### config.mk
export PLATFORM = sky130hd
export DESIGN_NAME = xbar_dual_sched
export DESIGN_NICKNAME = d
export VERILOG_FILES = /design/src/rtl/xds_pkg.sv /design/src/rtl/xds_class_match.sv /design/src/rtl/xds_merge.sv /design/src/rtl/xbar_dual_sched.sv
export SDC_FILE = /design/constraint.sdc
export NUM_CORES = 1
export LEC_CHECK = 0
export BUFFER_PORTS_ARGS = -buffer_cell sky130_fd_sc_hd__buf_2
export CAP_MARGIN = 25
export CORE_MARGIN = 1
export CORE_UTILIZATION = 57
export DETAILED_ROUTE_END_ITERATION = 16
export GPL_TIMING_DRIVEN = 0
export PLACE_DENSITY = 0.83
export SETUP_SLACK_MARGIN = 0.2
export SLEW_MARGIN = 10
export SYNTH_ARGS = -nofsm -noshare
export SYNTH_HDL_FRONTEND = slang
export SYNTH_SLANG_ARGS = --single-unit
### constraint.sdc
create_clock -name clk -period 3.3 [get_ports clk]
set_input_delay 0 -clock clk [delete_from_list [all_inputs] [get_ports clk]]
set_output_delay 0 -clock clk [all_outputs]
set_load 0.02 [all_outputs]
### src/rtl/xds_pkg.sv
package xds_pkg;
    typedef enum logic {
        CLS_REV = 1'b0,
        CLS_FWD = 1'b1
    } cls_e;

    localparam int NCLS = 2;
endpackage

### src/rtl/xds_class_match.sv
// Single-class matcher: each output takes the lowest-numbered input that
// names it, provided the output holds a candidate of this class.
module xds_class_match #(
    parameter int NPORT = 5,
    parameter int SW    = $clog2(NPORT)
) (
    input  logic [NPORT-1:0]         req_vld,
    input  logic [NPORT-1:0][SW-1:0] req_dst,
    input  logic [NPORT-1:0]         out_rdy,
    output logic [NPORT-1:0]         gnt_vld,
    output logic [NPORT-1:0][SW-1:0] gnt_src
);
    always_comb begin
        gnt_vld = '0;
        gnt_src = '0;
        for (int o = 0; o < NPORT; o++) begin
            for (int i = NPORT - 1; i >= 0; i--) begin
                if (out_rdy[o] && req_vld[i] && (req_dst[i] == SW'(o))) begin
                    gnt_vld[o] = 1'b1;
                    gnt_src[o] = SW'(i);
                end
            end
        end
    end
endmodule

### src/rtl/xds_merge.sv
// Combines the two class matchings; the precedence class goes first.
module xds_merge #(
    parameter int NPORT = 5,
    parameter int SW    = $clog2(NPORT),
    parameter int NCLS  = 2
) (
    input  logic                               prio_fwd,
    input  logic [NCLS-1:0][NPORT-1:0]         gnt_vld,
    input  logic [NCLS-1:0][NPORT-1:0][SW-1:0] gnt_src,
    output logic [NPORT-1:0]                   out_en,
    output logic [NPORT-1:0][SW-1:0]           out_sel,
    output logic [NPORT-1:0]                   out_fwd,
    output logic [NCLS-1:0][NPORT-1:0]         deq,
    output logic                               both_busy
);
    logic             pri_c;
    logic             sec_c;
    logic [NPORT-1:0] in_used;

    assign pri_c     = prio_fwd;
    assign sec_c     = ~prio_fwd;
    assign both_busy = (|gnt_vld[0]) && (|gnt_vld[1]);

    always_comb begin
        in_used = '0;
        out_en  = '0;
        out_sel = '0;
        out_fwd = '0;
        deq     = '0;
        for (int o = 0; o < NPORT; o++) begin
            if (gnt_vld[pri_c][o]) begin
                out_en[o]                    = 1'b1;
                out_sel[o]                   = gnt_src[pri_c][o];
                out_fwd[o]                   = pri_c;
                in_used[gnt_src[pri_c][o]]   = 1'b1;
                deq[pri_c][gnt_src[pri_c][o]] = 1'b1;
            end
        end
        for (int o = 0; o < NPORT; o++) begin
            if (!out_en[o] && gnt_vld[sec_c][o] && !in_used[gnt_src[sec_c][o]]) begin
                out_en[o]                     = 1'b1;
                out_sel[o]                    = gnt_src[sec_c][o];
                out_fwd[o]                    = sec_c;
                in_used[gnt_src[sec_c][o]]    = 1'b1;
                deq[sec_c][gnt_src[sec_c][o]] = 1'b1;
            end
        end
    end
endmodule

### src/rtl/xbar_dual_sched.sv
module xbar_dual_sched #(
    parameter int NPORT = 5,
    localparam int SW   = $clog2(NPORT)
) (
    input  logic                     clk,
    input  logic                     rst_n,
    input  logic [NPORT-1:0]         rev_req_vld,
    input  logic [NPORT-1:0][SW-1:0] rev_req_dst,
    input  logic [NPORT-1:0]         fwd_req_vld,
    input  logic [NPORT-1:0][SW-1:0] fwd_req_dst,
    input  logic [NPORT-1:0]         rev_out_rdy,
    input  logic [NPORT-1:0]         fwd_out_rdy,
    output logic [NPORT-1:0]         xbar_en,
    output logic [NPORT-1:0][SW-1:0] xbar_sel,
    output logic [NPORT-1:0]         xbar_fwd,
    output logic [NPORT-1:0]         rev_deq,
    output logic [NPORT-1:0]         fwd_deq
);
    import xds_pkg::*;

    typedef struct packed {
        logic                     prio_fwd;
        logic [NPORT-1:0]         en;
        logic [NPORT-1:0][SW-1:0] sel;
        logic [NPORT-1:0]         fwd;
        logic [NPORT-1:0]         rdeq;
        logic [NPORT-1:0]         fdeq;
    } sched_st_t;

    sched_st_t st_d, st_q;

    logic [NCLS-1:0][NPORT-1:0]         cls_vld;
    logic [NCLS-1:0][NPORT-1:0][SW-1:0] cls_dst;
    logic [NCLS-1:0][NPORT-1:0]         cls_rdy;
    logic [NCLS-1:0][NPORT-1:0]         gnt_vld;
    logic [NCLS-1:0][NPORT-1:0][SW-1:0] gnt_src;

    logic [NPORT-1:0]           mrg_en;
    logic [NPORT-1:0][SW-1:0]   mrg_sel;
    logic [NPORT-1:0]           mrg_fwd;
    logic [NCLS-1:0][NPORT-1:0] mrg_deq;
    logic                       mrg_both;

    assign cls_vld[CLS_REV] = rev_req_vld;
    assign cls_dst[CLS_REV] = rev_req_dst;
    assign cls_rdy[CLS_REV] = rev_out_rdy;
    assign cls_vld[CLS_FWD] = fwd_req_vld;
    assign cls_dst[CLS_FWD] = fwd_req_dst;
    assign cls_rdy[CLS_FWD] = fwd_out_rdy;

    for (genvar c = 0; c < NCLS; c++) begin : g_cls
        xds_class_match #(.NPORT(NPORT), .SW(SW)) u_match (
            .req_vld (cls_vld[c]),
            .req_dst (cls_dst[c]),
            .out_rdy (cls_rdy[c]),
            .gnt_vld (gnt_vld[c]),
            .gnt_src (gnt_src[c])
        );
    end

    xds_merge #(.NPORT(NPORT), .SW(SW), .NCLS(NCLS)) u_merge (
        .prio_fwd  (st_q.prio_fwd),
        .gnt_vld   (gnt_vld),
        .gnt_src   (gnt_src),
        .out_en    (mrg_en),
        .out_sel   (mrg_sel),
        .out_fwd   (mrg_fwd),
        .deq       (mrg_deq),
        .both_busy (mrg_both)
    );

    always_comb begin
        st_d          = st_q;
        st_d.prio_fwd = st_q.prio_fwd ^ mrg_both;
        st_d.en       = mrg_en;
        st_d.sel      = mrg_sel;
        st_d.fwd      = mrg_fwd;
        st_d.rdeq     = mrg_deq[CLS_REV];
        st_d.fdeq     = mrg_deq[CLS_FWD];
    end

    always_ff @(posedge clk) begin
        if (!rst_n) st_q <= '0;
        else        st_q <= st_d;
    end

    assign xbar_en  = st_q.en;
    assign xbar_sel = st_q.sel;
    assign xbar_fwd = st_q.fwd;
    assign rev_deq  = st_q.rdeq;
    assign fwd_deq  = st_q.fdeq;
endmodule

==> results.tsv, run 1 <==
stage	metric	value	unit
outcome	status	finished, violations left	
outcome	failing checks	setup timing	
sta	Max Transition Viols Final	0	
finish	Area Growth Syn to Fin	19.90	%
route	final wirelength	20270	um
sta	fin crit share	1.018	
route	metal3 WL	3412	um
worst_setup_path	CP Capture Type	register	
route	via/cell ratio	7.876	
synthesis	Ys Warns	0	
floorplan	Rows	31	
global_routing	largest net degree at the start of global routing	12	
global_routing	all-layer global routing usage	0.5273	
finish	# diodes	0	
route	vias	6183	
floorplan	Initial Util	0.5945	
power_and_ir_drop	Internal Power	1.109	mW
power_and_ir_drop	Gate power share	0.564	
worst_setup_path	Max Fanout on Critical Path	7	
clock_tree	CTS sink count	36	
synthesis	Synth Flop Type	dfxtp_1	
worst_setup_path	critical path class	in -> reg	
route	DRT Pass-1 Iters	10	
global_routing	via count of the first global-routing pass	5387	
placement	DPL Wire Length	15090	um
power_and_ir_drop	Net Switching	1.016	mW
worst_setup_path	Critical Path RT	3.51	ns
synthesis	Syn Inst Count	589	
placement	port bufs	83	
synthesis	Yosys reg bits	36	
synthesis	Mapped Area	0.004358	mm^2
min_path	Hold/Removal Path Class	in -> reg	
finish	nets	737	
worst_setup_path	CP arrival	3.57	ns
global_routing	gr ovfl total	0	
synthesis	Avg Inst Size Synth	7.399	um^2
finish	share of layout cells above drive strength 1	0.2391	
worst_setup_path	CP Launch Type	primary input	
route	DR WL/cell	25.82	um
clock_tree	Clock transition at path regs	0.08	ns
clock_tree	TritonCTS clock tree	yes	
run	Max Cap Viol	0	
floorplan	die area	0.008000	mm^2
sta	Final Skew	0.03084	ns
power_and_ir_drop	Sw Ratio	0.4781	
finish	most frequent cells in the layout	buf_2 (88), nand2_1 (53), nor2_1 (41)	
clock_tree	hold buffers post-CTS	0	
sta	relative slew slack	0.2503	
route	Top Metal Used	met5	
power_and_ir_drop	Clk network pwr share	0.202	
route	met1 wire length	6997	um
sta	Slew @ Worst Pin	1.116	ns
synthesis	Synth area leaders	dfxtp_1 (17%), nand2_1 (4.6%), nand4_1 (4.3%), o21ai_0 (3.9%), a21oi_1 (3.8%)	
synthesis	Syn Nets	641	
sta	final hold violations	0	
sta	Hold Slack	0.006537	ns
floorplan	die extent in y	89.44	um
route	met2 WL	8172	um
synthesis	post-synthesis sequential area ratio	0.1654	
floorplan	I/O Pins	87	
clock_tree	Root Driver	clkbuf_8	
sta	final setup violation count	4	
synthesis	fraction of registers with async set/reset	0	
global_routing	antenna violations before repair	1	
sta	Worst Slack Setup Final	-0.05992	ns
power_and_ir_drop	sequential share of power	0.234	
floorplan	Die Wd	89.44	um
finish	Final Util	0.7128	
finish	commonest non-fill, non-tap cell in the layout	buf_2	
sta	setup TNS	-0.1601	ns
power_and_ir_drop	PwrDens	406.5	mW/mm^2
synthesis	Synth area leader	dfxtp_1	
route	1st-iter DRT viols	1109	
synthesis	number of flops mapped to enable cells by yosys	0	
clock_tree	Worst-Skew Late Latency	0.33	ns
global_routing	first-pass GRT wire length	30510	um
synthesis	top-area cell type share of the netlist area	0.1654	
clock_tree	H-tree depth	2	
power_and_ir_drop	Leak Pwr	2.032	nW
route	antenna-violating nets left	0	
floorplan	Core ar.	0.007331	mm^2
clock_tree	clock tree buffer depth	2	
sta	Fmax	297.6	MHz
sta	RSZ-0062 raised after global routing	false	
sta	Final min period	3.360	ns
power_and_ir_drop	VDD IR max	242.8	uV
synthesis	Yosys cell types	88	
route	DRC Markers	0	
clock_tree	CTS buffer count	5	
placement	Placer Congestion	1.143	
## power groups by stage
stage                     clock network [mW]  registers (mW)  logic (mW)
final                                  0.429           0.496        1.20
after global routing                   0.437           0.505        1.25
after CTS                              0.415           0.497        1.05
after detailed placement                   0           0.507        1.01
after global placement                     0           0.504        1.01
after floorplan                            0           0.570       0.602
## worst max-delay path: stages
cell	delay [ns]
buf_2	0.13
nor4b_1	0.91
o21ai_1	0.37
nand3_1	0.33
nor4_1	0.10
a31oi_1	0.63
a31oi_2	0.27
a2111oi_4	0.46
nor2b_1	0.10
a311oi_1	0.27
## registers in the layout (all words and copies together), names as in the netlist
register / count
xbar_fwd: 5
st_q: 1
xbar_en: 5
rev_deq: 5
xbar_sel: 15
fwd_deq: 5
## what timing repair did
| action | in CTS | in global routing |
|---|---|---|
| buffers inserted | 3 | 2 |
| endpoints found under the setup margin | 35 | 35 |
| pin swaps | 1 | 4 |
| gates resized for setup | 22 | 29 |
| gates cloned | 0 | 0 |
## stage by stage
stage	cells	worst slack, ns	power (mW)	instance area (um^2)
after global routing	785	0.02325	2.188	5225
final	785	-0.05992	2.124	5225
after floorplan	589	0.4429	1.173	4358
after detailed placement	772	-0.8442	1.518	4902
after CTS	783	0.1999	1.965	5079
after global placement	771	-0.9034	1.510	4897
## worst paths after layout
check	start	endpoint	slack [ns]	cells after the start
worst min-delay path	rst_n	xbar_sel[14]	0.007	3
worst min register to register	st_q[35]	xbar_en[2]	0.99	4
worst max register to register	st_q[35]	xbar_sel[7]	0.19	8
worst max-delay path	rev_req_dst[10]	xbar_sel[12]	-0.06	10
## area by class of cell
class,count,area [um^2]
buffer,28,140.1
clock buffer,6,72.57
clock inverter,2,35.03
fill,622,2106
inverter,10,40.04
multi-input combinational,515,3635
sequential,36,720.7
tap,99,123.9
timing repair buffer,89,457.9
## cell families (layout without fill, tap and decap cells)
| group | after synthesis | in the layout | synth area share |
|---|---|---|---|
| AO/OA/AOI/OAI | 201 | 201 | 0.3454 |
| AND/OR/NAND/NOR | 305 | 305 | 0.4350 |
| XOR/XNOR | 1 | 1 | 0.002010 |
| flip-flops | 36 | 36 | 0.1654 |
| buffers and inverters | 38 | 135 | 0.03330 |
| multiplexers | 8 | 8 | 0.01895 |
## synthesized netlist by cell type, types with 4 or more instances
cell type and n:
nand2_1 53, nor2_1 41, dfxtp_1 36, o21ai_0 34, a21oi_1 33, nand4_1 30, nand3_1 23, clkbuf_1 21
nor3_1 18, a31oi_1 15, nor2b_1 15, o21a_1 13, nor4_1 12, nand4b_1 11, and3_1 10, and4_1 9
inv_1 9, nand3b_1 9, a211oi_1 8, a311oi_1 8, and4b_1 8, nand2b_1 8, nor4b_1 8, and4bb_2 7
nor4bb_1 7, o22ai_1 7, or3_1 7, mux2i_1 6, o211ai_1 6, a21o_1 5, and2_1 5, buf_1 5
a21boi_0 4, a2bb2oi_1 4, a41oi_1 4, nor3b_1 4, o211a_1 4, o21ai_1 4, o31ai_1 4
## routing by layer
layer	GRT usage	vias to the layer above
li1	-	2600
met2	0.7564	649
met5	0.04545	-
met1	0.6222	2753
met3	0.2585	177
met4	0.3290	4
Power figures use the tool's default switching activity.
==> run 2: changes to the inputs <==
--- a/config.mk
+++ b/config.mk
@@ -9,4 +9,6 @@
 export CAP_MARGIN = 25
+export CELL_PAD_IN_SITES_DETAIL_PLACEMENT = 1
+export CELL_PAD_IN_SITES_GLOBAL_PLACEMENT = 1
 export CORE_MARGIN = 1
-export CORE_UTILIZATION = 57
+export CORE_UTILIZATION = 41
 export DETAILED_ROUTE_END_ITERATION = 16
--- a/constraint.sdc
+++ b/constraint.sdc
@@ -3,2 +3,2 @@
 set_output_delay 0 -clock clk [all_outputs]
-set_load 0.02 [all_outputs]
+set_load 0.005 [all_outputs]
==> run 2 against run 1 <==
Compared with the run above: the run ends with hold timing left; global-route usage decreased by 10 points; non-clock buffer count up 5; clock power shrank 9.1%; via count fell by 3.6%; critical path type is now reg -> reg; largest power group unchanged; highest routed layer is now met4.
==> results.tsv, run 2 (synthesis gave the netlist of run 1 again) <==
stage	metric	value	unit
worst_setup_path	r2r endpoint	rev_deq[4]	
worst_setup_path	reg-to-reg critical path startpoint	st_q[35]	
route	via/cell ratio	7.204	
min_path	Hold/Removal Path Class	in -> reg	
route	antenna-violating nets left	0	
placement	placed cell area	0.004957	mm^2
sta	final setup violation count	0	
worst_setup_path	CP peak stage delay	0.38	ns
placement	port bufs	83	
clock_tree	CTS sink count	36	
global_routing	all-layer global routing usage	0.4259	
finish	nets	742	
floorplan	Initial Util	0.4221	
worst_setup_path	Top cell by count, worst path	buf_4	
finish	Area Growth Syn to Fin	22.08	%
floorplan	Die Wd	105.1	um
finish	share of layout cells above drive strength 1	0.2518	
outcome	failing checks	hold timing	
floorplan	die extent in y	105.1	um
finish	Final Util	0.5153	
worst_setup_path	CP max-delay cell	mux2_2	
global_routing	gr ovfl total	0	
sta	Hold Slack	-0.00001979	ns
route	vias	5958	
worst_setup_path	CP startpoint	st_q[35]	
clock_tree	TritonCTS clock tree	yes	
finish	fin area	0.005320	mm^2
worst_setup_path	Max Fanout on Critical Path	10	
worst_setup_path	r2r setup slk	0.16	ns
finish	commonest non-fill, non-tap cell in the layout	buf_2	
route	DRT Pass-1 Iters	5	
clock_tree	CTS buffer count	5	
global_routing	first-pass GRT wire length	34930	um
outcome	status	finished, violations left	
finish	max reg flops	15	
finish	non-filler instance count after layout	827	
route	DRC Markers	0	
worst_setup_path	crit-path cells	clkbuf_4 > buf_4 > buf_4 > buf_4 > mux2_2 > nor3_4 > nand3b_1 > a211o_1 > a31oi_1 > a31oi_1	
worst_setup_path	CP Launch Type	register	
floorplan	die area	0.01105	mm^2
placement	DPL Wire Length	18770	um
sta	setup TNS	0	ns
worst_setup_path	Critical Path RT	3.46	ns
worst_setup_path	R2R cell count	10	
sta	RSZ-0062 raised after global routing	true	
power_and_ir_drop	VDD IR max	259.4	uV
route	final wirelength	23510	um
clock_tree	Worst-Skew Late Latency	0.33	ns
finish	most frequent cells in the layout	buf_2 (85), nand2_1 (53), nor2_1 (41)	
route	DR WL/cell	28.43	um
sta	relative slew slack	0.4169	
clock_tree	H-tree depth	2	
placement	Placer Congestion	1.047	
sta	Slew @ Worst Pin	0.8746	ns
sta	Fmax	318.5	MHz
clock_tree	Clock transition at path regs	0.12	ns
sta	Final Skew	0.03363	ns
run	Max Cap Viol	0	
worst_setup_path	Worst Setup EP	rev_deq[4]	
placement	Cells after DPL	809	
sta	fin crit share	0.9516	
worst_setup_path	critical path class	reg -> reg	
clock_tree	Root Driver	clkbuf_8	
floorplan	Rows	37	
global_routing	largest net degree at the start of global routing	12	
floorplan	I/O Pins	87	
global_routing	antenna violations before repair	0	
clock_tree	clock tree buffer depth	2	
sta	final hold violations	1	
worst_setup_path	CP arrival	3.30	ns
sta	Final min period	3.140	ns
worst_setup_path	CP Capture Type	register	
finish	# diodes	0	
route	1st-iter DRT viols	715	
power_and_ir_drop	PwrDens	394.6	mW/mm^2
floorplan	Core ar.	0.01032	mm^2
global_routing	via count of the first global-routing pass	5715	
sta	Max Transition Viols Final	0	
power_and_ir_drop	Leak Pwr	2.052	nW
==> run 2: cell count changes in the layout (fill, tap and decap cells not counted), moves of 2 or more <==
cell and delta:
buf_2 -3, clkbuf_4 -2, a211oi_1 -2, nor3_4 +2, a211oi_2 +2, buf_4 +9
o311ai_1 +2, a2111oi_0 -2, a2111oi_1 +2
==> run 2: worst min-delay path by stage <==
stage	from	cells past startpoint	slack [ns]	end
after detailed placement	rst_n	3	0.31	xbar_sel[14]
after global placement	rst_n	3	0.30	xbar_sel[14]
after floorplan	rst_n	2	0.14	xbar_sel[12]
after CTS	rst_n	3	0.0006	xbar_sel[14]
after global routing	rst_n	3	0.03	xbar_sel[14]
final	rst_n	3	-0.00002	xbar_sel[14]
==> run 2: where the power goes <==
part	internal [mW]	switching, mW
sequential	0.485	0.0111
clock	0.171	0.219
combinational	0.422	0.791
==> run 2: through the flow <==
| stage | worst slack [ns] | power (mW) |
|---|---|---|
| floorplan | 0.4429 | 1.117 |
| global placement | -1.218 | 1.510 |
| detailed placement | -1.242 | 1.536 |
| CTS | 0.2234 | 1.972 |
| global route | 0.1256 | 2.160 |
| finish | 0.1598 | 2.099 |
==> run 2: area by class of cell <==
cell class / count / area (um^2)
Multi-Input combinational cell: 515 / 3652
Fill cell: 1343 / 5004
Tap cell: 136 / 170.2
Inverter: 10 / 42.54
Sequential cell: 36 / 720.7
Clock inverter: 1 / 7.507
Clock buffer: 7 / 86.33
Buffer: 28 / 142.6
Timing Repair Buffer: 94 / 498.0
==> run 2: per-layer routing <==
| metal | vias to the layer above | global-route usage | part of all wire |
|---|---|---|---|
| met5 | - | 0 | 0 |
| met4 | 0 | 0.2223 | 0.056 |
| met3 | 92 | 0.06800 | 0.095 |
| met2 | 402 | 0.6977 | 0.45 |
| met1 | 2862 | 0.5357 | 0.39 |
| li1 | 2602 | - | - |
==> run 2: critical path, delay by kind of cell (launching register included) <==
kind            cells  cell delay (ns)
simple gates        2             0.54
buf+inv             4             0.97
compound gates      3             0.74
flops               1             0.33
mux                 1             0.38
==> run 2: repair_timing <==
action | CTS | global route
buffers inserted | 3 | 7
setup endpoints to repair | 35 | 21
hold buffers | 0 | 0
pin swaps | 3 | 3
resized for setup | 36 | 22
